**config.mk**
```make
export PLATFORM = sky130hd
export DESIGN_NAME = axrd_master
export DESIGN_NICKNAME = d
export VERILOG_FILES = /design/src/rtl/axrd_pkg.sv /design/src/rtl/axrd_delay.sv /design/src/rtl/axrd_ar_issue.sv /design/src/rtl/axrd_r_collect.sv /design/src/rtl/axrd_master.sv
export SDC_FILE = /design/constraint.sdc
export NUM_CORES = 1
export LEC_CHECK = 0
export ABC_AREA = 1
export BUFFER_PORTS_ARGS = -buffer_cell sky130_fd_sc_hd__buf_4
export CAP_MARGIN = 40
export CORE_AREA = 8 8 106 127
export DETAILED_ROUTE_END_ITERATION = 10
export DIE_AREA = 0 0 114 135
export GPL_TIMING_DRIVEN = 1
export PLACE_DENSITY = 0.95
export SYNTH_ARGS = -nofsm -noshare
export SYNTH_HDL_FRONTEND = slang
export SYNTH_SLANG_ARGS = --single-unit
export TNS_END_PERCENT = 5
```
**constraint.sdc**
```tcl
create_clock -name clk -period 4.33 [get_ports clk]
set_clock_uncertainty 0.1 [all_clocks]
set_input_delay 0.866 -clock clk [delete_from_list [all_inputs] [get_ports clk]]
set_output_delay 0.866 -clock clk [all_outputs]
set_load 0.03 [all_outputs]
```
**src/rtl/axrd_pkg.sv**
```systemverilog
package axrd_pkg;
  localparam int AXRD_LEN_W     = 4;
  localparam int AXRD_MAX_BEATS = 1 << AXRD_LEN_W;
  localparam int AXRD_SIZE_W    = 3;
  localparam int AXRD_BURST_W   = 2;
  localparam int AXRD_RESP_W    = 2;
  localparam int AXRD_LOCK_W    = 2;
  localparam int AXRD_CACHE_W   = 4;
  localparam int AXRD_PROT_W    = 3;
  localparam int AXRD_QOS_W     = 4;
  localparam logic [AXRD_RESP_W-1:0] AXRD_RESP_OKAY = 2'b00;
endpackage

```
**src/rtl/axrd_delay.sv**
```systemverilog
// Start-delay countdown: loads on a command, reports expiry when it reaches zero.
module axrd_delay #(
  parameter int W = 4
) (
  input  logic         clk,
  input  logic         rst_n,
  input  logic         load,
  input  logic [W-1:0] value,
  output logic         expired
);
  logic [W-1:0] cnt_q;

  always_ff @(posedge clk or negedge rst_n) begin
    if (!rst_n)               cnt_q <= '0;
    else if (load)            cnt_q <= value;
    else if (cnt_q != '0)     cnt_q <= cnt_q - 1'b1;
  end

  assign expired = (cnt_q == '0);
endmodule

```
**src/rtl/axrd_ar_issue.sv**
```systemverilog
// Address path: splits a command into bursts of at most the maximum burst length.
module axrd_ar_issue
  import axrd_pkg::*;
#(
  parameter int ADDR_W = 32,
  parameter int ID_W   = 12,
  parameter int CNT_W  = 12,
  parameter int DLY_W  = 4
) (
  input  logic                    clk,
  input  logic                    rst_n,
  input  logic                    start,
  input  logic [ADDR_W-1:0]       addr,
  input  logic [CNT_W-1:0]        beats,
  input  logic [AXRD_SIZE_W-1:0]  size,
  input  logic [AXRD_BURST_W-1:0] burst,
  input  logic [ID_W-1:0]         id,
  input  logic [DLY_W-1:0]        dly,
  input  logic                    arready,
  output logic                    arvalid,
  output logic [ADDR_W-1:0]       araddr,
  output logic [AXRD_LEN_W-1:0]   arlen,
  output logic [AXRD_SIZE_W-1:0]  arsize,
  output logic [AXRD_BURST_W-1:0] arburst,
  output logic [ID_W-1:0]         arid,
  output logic                    busy
);
  localparam logic [CNT_W-1:0] FULL_BEATS = CNT_W'(AXRD_MAX_BEATS);

  logic                    active_q;
  logic [ADDR_W-1:0]       addr_q;
  logic [CNT_W-1:0]        rem_q;
  logic [AXRD_SIZE_W-1:0]  size_q;
  logic [AXRD_BURST_W-1:0] burst_q;
  logic [ID_W-1:0]         id_q;
  logic                    dly_done;
  logic                    more;
  logic                    fire;
  logic [ADDR_W-1:0]       step;

  axrd_delay #(.W(DLY_W)) u_dly (
    .clk     (clk),
    .rst_n   (rst_n),
    .load    (start),
    .value   (dly),
    .expired (dly_done)
  );

  assign more = (rem_q > FULL_BEATS);
  assign step = ADDR_W'(AXRD_MAX_BEATS) << size_q;
  assign fire = arvalid & arready;

  always_ff @(posedge clk or negedge rst_n) begin
    if (!rst_n) begin
      active_q <= 1'b0;
      addr_q   <= '0;
      rem_q    <= '0;
      size_q   <= '0;
      burst_q  <= '0;
      id_q     <= '0;
    end else if (start) begin
      active_q <= 1'b1;
      addr_q   <= addr;
      rem_q    <= beats;
      size_q   <= size;
      burst_q  <= burst;
      id_q     <= id;
    end else if (fire) begin
      if (more) begin
        rem_q  <= rem_q - FULL_BEATS;
        addr_q <= addr_q + step;
      end else begin
        active_q <= 1'b0;
      end
    end
  end

  assign arvalid = active_q & dly_done;
  assign araddr  = addr_q;
  assign arlen   = more ? '1 : AXRD_LEN_W'(rem_q - CNT_W'(1));
  assign arsize  = size_q;
  assign arburst = burst_q;
  assign arid    = id_q;
  assign busy    = active_q;
endmodule

```
**src/rtl/axrd_r_collect.sv**
```systemverilog
// Data path: counts beats, checks ID and response, forwards data to the stream.
module axrd_r_collect
  import axrd_pkg::*;
#(
  parameter int DATA_W = 32,
  parameter int ID_W   = 12,
  parameter int CNT_W  = 12,
  parameter int DLY_W  = 4
) (
  input  logic                   clk,
  input  logic                   rst_n,
  input  logic                   start,
  input  logic [CNT_W-1:0]       beats,
  input  logic [ID_W-1:0]        id,
  input  logic [DLY_W-1:0]       dly,
  input  logic                   rvalid,
  input  logic [DATA_W-1:0]      rdata,
  input  logic [ID_W-1:0]        rid,
  input  logic [AXRD_RESP_W-1:0] rresp,
  output logic                   rready,
  input  logic                   out_ready,
  output logic                   out_valid,
  output logic [DATA_W-1:0]      out_data,
  output logic                   done,
  output logic                   id_err,
  output logic                   resp_err,
  output logic                   busy
);
  logic             active_q;
  logic [CNT_W-1:0] rem_q;
  logic [ID_W-1:0]  id_q;
  logic             id_err_q;
  logic             resp_err_q;
  logic             done_q;
  logic             dly_done;
  logic             phase;
  logic             take;
  logic             last;

  axrd_delay #(.W(DLY_W)) u_dly (
    .clk     (clk),
    .rst_n   (rst_n),
    .load    (start),
    .value   (dly),
    .expired (dly_done)
  );

  assign phase = active_q & dly_done;
  assign take  = rvalid & rready;
  assign last  = (rem_q == CNT_W'(1));

  always_ff @(posedge clk or negedge rst_n) begin
    if (!rst_n) begin
      active_q   <= 1'b0;
      rem_q      <= '0;
      id_q       <= '0;
      id_err_q   <= 1'b0;
      resp_err_q <= 1'b0;
      done_q     <= 1'b0;
    end else begin
      done_q <= take & last;
      if (start) begin
        active_q   <= 1'b1;
        rem_q      <= beats;
        id_q       <= id;
        id_err_q   <= 1'b0;
        resp_err_q <= 1'b0;
      end else if (take) begin
        rem_q <= rem_q - 1'b1;
        if (last)                     active_q   <= 1'b0;
        if (rid != id_q)              id_err_q   <= 1'b1;
        if (rresp != AXRD_RESP_OKAY)  resp_err_q <= 1'b1;
      end
    end
  end

  assign rready    = phase & out_ready;
  assign out_valid = phase & rvalid;
  assign out_data  = rdata;
  assign done      = done_q;
  assign id_err    = id_err_q;
  assign resp_err  = resp_err_q;
  assign busy      = active_q;
endmodule

```
**src/rtl/axrd_master.sv**
```systemverilog
module axrd_master
  import axrd_pkg::*;
#(
  parameter int ADDR_W = 32,
  parameter int DATA_W = 32,
  parameter int ID_W   = 12,
  parameter int CNT_W  = 12,
  parameter int DLY_W  = 4
) (
  input  logic                    clk,
  input  logic                    rst_n,
  input  logic                    cmd_valid,
  output logic                    cmd_ready,
  input  logic [ADDR_W-1:0]       cmd_addr,
  input  logic [CNT_W-1:0]        cmd_beats,
  input  logic [AXRD_SIZE_W-1:0]  cmd_size,
  input  logic [AXRD_BURST_W-1:0] cmd_burst,
  input  logic [ID_W-1:0]         cmd_id,
  input  logic [DLY_W-1:0]        cmd_addr_dly,
  input  logic [DLY_W-1:0]        cmd_data_dly,
  output logic                    arvalid,
  input  logic                    arready,
  output logic [ADDR_W-1:0]       araddr,
  output logic [AXRD_LEN_W-1:0]   arlen,
  output logic [AXRD_SIZE_W-1:0]  arsize,
  output logic [AXRD_BURST_W-1:0] arburst,
  output logic [ID_W-1:0]         arid,
  output logic [AXRD_LOCK_W-1:0]  arlock,
  output logic [AXRD_CACHE_W-1:0] arcache,
  output logic [AXRD_PROT_W-1:0]  arprot,
  output logic [AXRD_QOS_W-1:0]   arqos,
  input  logic                    rvalid,
  output logic                    rready,
  input  logic [DATA_W-1:0]       rdata,
  input  logic [ID_W-1:0]         rid,
  input  logic [AXRD_RESP_W-1:0]  rresp,
  output logic                    out_valid,
  input  logic                    out_ready,
  output logic [DATA_W-1:0]       out_data,
  output logic                    done,
  output logic                    id_err,
  output logic                    resp_err
);
  logic start;
  logic a_busy;
  logic d_busy;

  assign cmd_ready = ~a_busy & ~d_busy;
  assign start     = cmd_valid & cmd_ready;

  axrd_ar_issue #(
    .ADDR_W (ADDR_W),
    .ID_W   (ID_W),
    .CNT_W  (CNT_W),
    .DLY_W  (DLY_W)
  ) u_ar (
    .clk     (clk),
    .rst_n   (rst_n),
    .start   (start),
    .addr    (cmd_addr),
    .beats   (cmd_beats),
    .size    (cmd_size),
    .burst   (cmd_burst),
    .id      (cmd_id),
    .dly     (cmd_addr_dly),
    .arready (arready),
    .arvalid (arvalid),
    .araddr  (araddr),
    .arlen   (arlen),
    .arsize  (arsize),
    .arburst (arburst),
    .arid    (arid),
    .busy    (a_busy)
  );

  axrd_r_collect #(
    .DATA_W (DATA_W),
    .ID_W   (ID_W),
    .CNT_W  (CNT_W),
    .DLY_W  (DLY_W)
  ) u_r (
    .clk       (clk),
    .rst_n     (rst_n),
    .start     (start),
    .beats     (cmd_beats),
    .id        (cmd_id),
    .dly       (cmd_data_dly),
    .rvalid    (rvalid),
    .rdata     (rdata),
    .rid       (rid),
    .rresp     (rresp),
    .rready    (rready),
    .out_ready (out_ready),
    .out_valid (out_valid),
    .out_data  (out_data),
    .done      (done),
    .id_err    (id_err),
    .resp_err  (resp_err),
    .busy      (d_busy)
  );

  assign arlock  = '0;
  assign arcache = '0;
  assign arprot  = '0;
  assign arqos   = '0;
endmodule

```
After elaboration in Yosys (flattened, before gate mapping)
Index checks and enable logic that the tools add are counted.

Flip-flop bits (word level): 86. Input port bits: 121. Word-level logic and storage cells: 78.

Bitwise operators: 11. Order comparisons: 1. Shifts and indexed selects: 1. Equality and inequality tests: 3. Reduce and logical (&&, ||, !) cells: 18. Add/subtract/negate cells: 6. Mux-type cells: 25.

Operators with widths (number): $mux W32 (3); $mux W12 (5); $add A32 B32 Y32 (1); $shl A5 B3 Y32 const A (1); $mux W4 (5); $reduce_bool A2 Y1 (9); $eq A12 B1 Y1 const B (1); $gt A12 B5 Y1 const B (1); $mux W1 (12); $ne A12 B12 Y1 (1); $sub A12 B1 Y12 const B (1); $sub A12 B5 Y12 const B (1); $sub A4 B1 Y4 const B (3); $reduce_and A2 Y1 (5); $and A1 B1 Y1 (9); $logic_not A4 Y1 (2); $reduce_bool A4 Y1 (2); $ne A2 B2 Y1 const B (1); $not A1 Y1 (2).

Logic depth before layout (Yosys ltp)
Gate-level depths: netlist of the first run.

Depth after elaboration: 6. Depth in mapped cells: 14. Gate-level depth less buffers: 14.

Cells and area by module
From an unflattened synthesis of the first run, not the netlist that was laid out.

Cells, all modules: 950. Area total of the unflattened synthesis: 6590.1 µm².

By module, submodules not included: axrd_ar_issue (seq. area each 1551.5 µm², area each 4101.4 µm², cells each 602, instances 1); axrd_r_collect (seq. area each 700.7 µm², area each 1874.3 µm², cells each 260, instances 1); axrd_delay (seq. area each 100.1 µm², area each 242.7 µm², cells each 34, instances 2); axrd_master (seq. area each 0.0 µm², area each 128.9 µm², cells each 20, instances 1).

Worst setup path before layout of the first run
OpenSTA, ideal clock, no wires.

Kind: input-to-output. From: input port rvalid. To: output port out_valid. Setup slack: 2.020 ns. Cell stages on the path: 2. Data arrival time: 1.344 ns. Path through: inv_1 -> nor2_1.

Cells in the longest elaborated chain, start to end: 1.

Ends and longest elaborated chain: start: declaration (line axrd_master.sv:32) `input logic rvalid,`; $and A1 B1 Y1 (line axrd_r_collect.sv:78) `assign out_valid = phase & rvalid;`; end: declaration (line axrd_master.sv:37) `output logic out_valid,`.

No other way between the ends.

Worst setup path after layout of the first run
From: register u_ar.rem_q[0]. To: output port arlen[0].

Cells in the longest elaborated chain, start to end: 2. Elaborated cells on any way between the ends: 3. Classes of those cells: add/sub: 1; order compare: 1; mux: 1.

Ends and longest elaborated chain: start: declaration (line axrd_ar_issue.sv:32) `logic [CNT_W-1:0] rem_q;`; start signal: assignment (line axrd_ar_issue.sv:64) `rem_q <= beats;`; start signal: assignment (line axrd_ar_issue.sv:70) `rem_q <= rem_q - FULL_BEATS;`; $gt A12 B5 Y1 or $sub A4 B1 Y4 (tied branches) (line axrd_ar_issue.sv:49, axrd_ar_issue.sv:80); $mux W4 (*) (line axrd_ar_issue.sv:80) `assign arlen = more ? '1 : AXRD_LEN_W'(rem_q - CNT_W'(1));`; end: declaration (line axrd_master.sv:24) `output logic [AXRD_LEN_W-1:0] arlen,`.

Every way passes the cells marked *; elsewhere a longest branch is shown, timed or not.

==> results_dict.tcl, run 1 <==
set metrics [dict create \
    status "complete, no violations" \
    drt_first_pass_iters 5 \
    syn_area_per_cell_sq_um 6.97 \
    max_stage_delay_ns 0.38 \
    layout.nets 1132 \
    power.internal_uw 2570 \
    grt.total_usage_pct 20.7 \
    period_share_pct 61.4 \
    cap_violations 0 \
    synth.top_cell.area_share_pct 34.9 \
    routed_wl_um 16300 \
    startpoint_type "flop" \
    core_sq_um 11400 \
    maxSlewViolCount 0 \
    tns_ns 0 \
    cp_num_buf_inv 3 \
    setup_violations 0 \
    clockPowerShare_pct 16.1 \
    netlist_area_sq_um 6160 \
    num_vias 5915 \
    port_buffers 148 \
    grt_antenna_before_repair 0 \
    placed_area_sq_um 7060 \
    switchingPower_uw 2260 \
    p_seq_share_pct 32.2 \
    gr-total-overflow 0 \
    synth-simple-area-share_pct 36.5 \
    min_path_type "reg -> reg" \
    max_freq_mhz 376 \
    period_minus_slack_ns 2.66 \
    p_leak_uw 0.00390 \
    max-slew-margin-rel_pct 41.1 \
    postCtsSetupRepairBufs 0 \
    rsz0062_at_grt "false" \
    grt_pass1_vias 5790 \
    start_util_pct 54.0 \
    h-tree-depth 3 \
    crit_path_max_fanout 4 \
    synth_ff_type "dfrtp_1" \
    ioPinCount 226 \
    cp_data_arrival_time_ns 1.69 \
    synthArstFlopShare_pct 100 \
    worst_slew_pin_slew_ns 0.881 \
    combPwrFrac_pct 51.7 \
    fin_cells 1154 \
    ys_seq_elements 86 \
    clock_sinks 86 \
    crit_required_ns 3.36 \
    worstPathCellList "inv_1, ha_1, nand4_1, nand2_1, nand2_2, inv_1, nand2_1, buf_4" \
    crit_family "buffers and inverters" \
    hold_viol 0 \
    crit_type "reg -> out" \
    yosys_warnings 0 \
    synth_adder_area_share_pct 3.98 \
    multiInputGateArea_sq_um 3210 \
    gp_congestion 0.922 \
    cts-buffers-inserted 9 \
    end_kind "output pin" \
    cts_buffer_depth 2 \
    area.sequential_sq_um 2150 \
    drc 0 \
    via_per_inst 5.13 \
    yosysSeqAreaShare_pct 34.9 \
    die_w_um 114 \
    cts_hold_buf 0 \
    synth_largest_area_cell "dfrtp_1" \
    drive_above_1_share_pct 21.7 \
    dp_hpwl_um 12300 \
    grt_max_degree 80 \
    powerDensity_nw_per_um2 656 \
    areaGrowthSynthToFinish_pct 19.4 \
    initialDrtViolationCount 268 \
    synthTopCellsByArea "dfrtp_1 35%, nand2_1 19%, buf_4 6.0%" \
    ys_types 38 \
    syn_inst 884 \
    antenna_cells 0 \
    p_sw_share_pct 46.8 \
    root_buffer "clkbuf_16" \
    grt_pass1_wl_um 26100 \
    num_rows 43 \
    clkLatencyLatePin_ns 0.33 \
    cp_slowest_cell "dfrtp_1" \
    postRouteAntennaNets 0 \
    synth_mux_area_share_pct 0 \
    tritoncts "done" \
    nFillCells 1000 \
    ctsResizeCount 0 \
    synth_top_family_by_area "simple AND/OR/NAND/NOR gates" \
    ir_drop_uv 335 \
    synth-edff-count 0 \
    wire_per_inst_um 14.1 \
    synth_compound_area_share_pct 7.71 \
    final_cell_area_sq_um 7360 \
    die_area_sq_um 15400 \
    clk_pin_slew_ns 0.07 \
    die_h_um 135 \
    synth_xor_area_share_pct 2.98 \
    dp.cells 1138 \
]
## Yosys cell counts (2+ instances only)
master and count:
nand2_1 314, inv_1 91, dfrtp_1 86, nand3_1 66, nor2_1 53, buf_4 49
o21ai_0 42, ha_1 18, xnor2_1 17, nor3_1 16, nand4_1 15, a21boi_0 13
nand2_2 13, nand3_2 11, buf_2 9, o21ai_1 8, a21oi_1 7, inv_2 7
nor2_2 6, a31oi_1 5, nand3b_1 5, or2_2 5, clkbuf_1 4, o211ai_1 4
xor2_1 4, buf_6 2, nor2_4 2, or2_1 2
## power groups by stage
| stage | sequential (uW) | combinational, uW | clock, uW |
|---|---|---|---|
| after global placement | 1540 | 2410 | 0 |
| final | 1560 | 2500 | 776 |
| after CTS | 1550 | 2500 | 790 |
| after detailed placement | 1560 | 2490 | 0 |
| after floorplan | 1890 | 1410 | 0 |
| after global routing | 1600 | 2760 | 824 |
## kinds of logic after synthesis
logic type,after synthesis
xor gates and xnor gates,21
other,1
buffers and inverters,164
DFF,86
AOI/OAI and AO/OA,82
and+or+nand+nor,511
adders and majority gates,19
## flip-flops by register name (all words and copies together) (netlist names)
name / flops
u_r.busy: 1
u_ar.arid: 12
u_ar.rem_q: 12
u_ar.u_dly.cnt_q: 4
u_r.u_dly.cnt_q: 4
u_r.id_err: 1
u_ar.araddr: 32
u_ar.arburst: 2
u_ar.busy: 1
u_ar.arsize: 3
u_r.done: 1
u_r.resp_err: 1
u_r.rem_q: 12
## placed cells by master (no fill, tap or decap), types with 2 or more instances in the layout
master,n
inv_1,91
buf_4,151
nand4_1,15
dfrtp_1,86
ha_1,18
a21oi_1,7
or2_2,5
clkinv_4,3
a21boi_0,13
nor2_1,53
o211ai_1,4
nor3_1,16
nand2_2,13
or2_1,2
nand3b_1,5
conb_1,13
o21ai_1,8
nor2_2,6
inv_2,7
nand3_1,66
o21ai_0,42
nand2_1,314
a31oi_1,5
clkbuf_8,4
nor2_4,2
nand3_2,11
clkbuf_16,9
xnor2_1,17
xor2_1,4
## cell type report
type                    instances  area share [%]
clock inverters                 3           0.357
repair buffers                151            15.4
clock buffers                  13            3.81
multi-input cells             646            43.5
well taps                     157            2.67
flip-flops and latches         86            29.2
inverters                      98            5.00
## worst paths after layout
check / from / end / slack (ns) / depth (start not counted)
worst max-delay path: u_ar.rem_q[0] / arlen[0] / 1.67 / 8
worst min-delay path: u_r.rem_q[10] / u_r.rem_q[10] / 0.38 / 2
worst max register to register: u_ar.arsize[1] / u_ar.araddr[28] / 1.77 / 14
worst min register to register: u_r.rem_q[10] / u_r.rem_q[10] / 0.38 / 2
max in group asynchronous: rst_n / u_ar.araddr[29] / 2.83 / 2
min in group asynchronous: rst_n / u_ar.araddr[10] / 0.50 / 1
## through the flow
step	worst slack [ns]	power [uW]	utilization, %	hold slack, ns
6_report	1.67	4830	64.5	0.377
5_1_grt	1.54	5180	64.5	0.403
4_1_cts	1.64	4840	64.5	0.380
3_5_place_dp	1.65	4040	61.9	0.364
3_3_place_gp	1.68	3950	61.9	0.356
2_1_floorplan	2.02	3310	-	0.342
## worst min-delay path: stages, from the launching register on
cell and delay, ns:
dfrtp_1 0.35, nand2_1 0.05, nand2_1 0.04
## layer usage
| layer | GRT usage (%) | wire (um) | vias to the layer above |
|---|---|---|---|
| li1 | - | - | 2961 |
| met1 | 22.1 | 6350 | 2739 |
| met2 | 38.4 | 8670 | 185 |
| met3 | 4.42 | 856 | 30 |
| met4 | 8.08 | 377 | 0 |
| met5 | 0 | 0 | - |
(Power assumes the default switching activity.)
==> inputs of run 2 (changes only) <==
--- a/config.mk
+++ b/config.mk
@@ -8,11 +8,11 @@
 export ABC_AREA = 1
 export BUFFER_PORTS_ARGS = -buffer_cell sky130_fd_sc_hd__buf_4
 export CAP_MARGIN = 40
-export CORE_AREA = 8 8 106 127
+export CORE_AREA = 8 8 110 132
 export DETAILED_ROUTE_END_ITERATION = 10
-export DIE_AREA = 0 0 114 135
+export DIE_AREA = 0 0 118 140
 export GPL_TIMING_DRIVEN = 1
-export PLACE_DENSITY = 0.95
+export PLACE_DENSITY = 0.9
 export SYNTH_ARGS = -nofsm -noshare
 export SYNTH_HDL_FRONTEND = slang
 export SYNTH_SLANG_ARGS = --single-unit
==> constraint.sdc (replaced) <==
create_clock -name clk -period 2.6 [get_ports clk]
set_clock_uncertainty 0.1 [all_clocks]
set_input_delay 0.52 -clock clk [delete_from_list [all_inputs] [get_ports clk]]
set_output_delay 0.52 -clock clk [all_outputs]
set_load 0.03 [all_outputs]
==> results_dict.tcl, run 2 (synthesis results as in run 1) <==
set metrics [dict create \
    largest_register_ffs 32 \
    root_buffer "clkbuf_16" \
    setup_violations 0 \
    routed_wl_um 16200 \
    crit_path_max_fanout 6 \
    r2r-start "u_ar.arsize[1]" \
    maxSlewViolCount 0 \
    hold_viol 0 \
    cp_data_arrival_time_ns 2.47 \
    wire_per_inst_um 13.9 \
    dp_hpwl_um 12500 \
    period_minus_slack_ns 2.35 \
    crit_end "u_ar.araddr[24]" \
    grt_max_degree 80 \
    die_area_sq_um 16500 \
    grt_pass1_vias 5949 \
    drive_above_1_share_pct 22.1 \
    setup_ws_ns 0.251 \
    max-slew-margin-rel_pct 39.9 \
    nFillCells 1178 \
    num_rows 45 \
    area.sequential_sq_um 2150 \
    cts_hold_buf 0 \
    clkLatencyLatePin_ns 0.34 \
    cts_buffer_depth 2 \
    powerDensity_nw_per_um2 1070 \
    crit_path_start "u_ar.arsize[1]" \
    start_util_pct 49.5 \
    max_freq_mhz 426 \
    end_kind "flop" \
    antenna_cells 0 \
    final_cell_mix "313 x nand2_1, 151 x buf_4, 91 x inv_1" \
    h-tree-depth 3 \
    areaGrowthSynthToFinish_pct 19.4 \
    num_vias 5847 \
    tns_ns 0 \
    ioPinCount 226 \
    period_share_pct 90.4 \
    worst_r2r_path_depth 12 \
    crit_required_ns 2.72 \
    worst_slew_pin_slew_ns 0.898 \
    layout_commonest_cell "nand2_1" \
    core_sq_um 12400 \
    layout.nets 1133 \
    grt_antenna_before_repair 0 \
    crit_type "reg -> reg" \
    r2r_slack_ns 0.25 \
    whs_ns 0.111 \
    port_buffers 148 \
    drc 0 \
    rsz0062_at_grt "false" \
    ir_drop_uv 488 \
    grt.total_usage_pct 19.8 \
    via_per_inst 5.04 \
    initialDrtViolationCount 430 \
    clk_pin_slew_ns 0.07 \
    min_path_type "in -> async" \
    multiInputGateArea_sq_um 3220 \
    r2r_end "u_ar.araddr[24]" \
    postRouteAntennaNets 0 \
    startpoint_type "flop" \
    p_leak_uw 0.00389 \
    fin_cells 1161 \
    cts-buffers-inserted 9 \
    die_h_um 140 \
    grt_pass1_wl_um 27500 \
    status "complete, no violations" \
    clock_sinks 86 \
    gp_congestion 0.946 \
    post-route-util_pct 59.2 \
    cap_violations 0 \
    gr-total-overflow 0 \
    die_w_um 118 \
    tritoncts "done" \
    drt_first_pass_iters 6 \
    dp.cells 1146 \
    place_ws_ns 0.229 \
]
run 2: cell types whose count changed in the layout (fill, tap and decap cells not counted), sizes merged:
cell,before,now
inv,98,99
clkbuf,13,9
buf,151,152
clkinv,3,5
run 2: worst max-delay path, stage by stage (launching register included):
cell and delay (ns):
dfrtp_1 0.44, nor3_2 0.20, ha_2 0.24, inv_1 0.06
fa_1 0.39, inv_1 0.12, nand3_1 0.08, nand3_1 0.14
nand3_1 0.12, nand2_1 0.13, nand3_1 0.08, nand3_1 0.09
nand2_1 0.05
run 2: worst min path at each step:
stage                   start         endpoint  cells after the start
5_1_grt                 rst_n  u_ar.araddr[11]                      1
3_5_place_dp   u_ar.araddr[3]   u_ar.araddr[3]                      2
3_3_place_gp    u_r.rem_q[10]    u_r.rem_q[10]                      2
4_1_cts                 rst_n  u_ar.araddr[11]                      1
2_1_floorplan           rst_n   u_ar.araddr[0]                      0
6_report                rst_n  u_ar.araddr[11]                      1
run 2: timing repair:
item	4_1_cts	5_1_grt
hold endpoints to repair	0	0
setup endpoints to repair	0	4
buffers inserted	0	0
resized for setup	0	4
run 2: per-layer routing:
layer  vias to the layer above  global-route usage, %  wire (um)
li1                       2964                      -          -
met1                      2668                   21.6       6340
met3                        39                   4.46        904
met5                         -                      0          0
met2                       176                   36.3       8520
met4                         0                   8.04        422
run 2: through the flow:
step,instance area [sq um],total power [uW]
after detailed placement,7080,6710
after CTS,7350,7920
final,7360,7880
after floorplan,6210,5500
after global routing,7360,8550
after global placement,7080,6590
run 2: where the power goes:
part / switching [uW] / internal (uW) / leakage [uW]
clock: 527 / 640 / 0.000135
combinational: 2550 / 1570 / 0.00269
sequential: 630 / 1950 / 0.00107
run 2: cell type report:
cell class | count | area share [%]
sequential | 86 | 29.2
clock buffer | 9 | 3.06
multi-input combinational | 646 | 43.7
inverter | 98 | 5.00
clock inverter | 6 | 0.510
timing repair buffer | 152 | 15.7
tap | 164 | 2.79
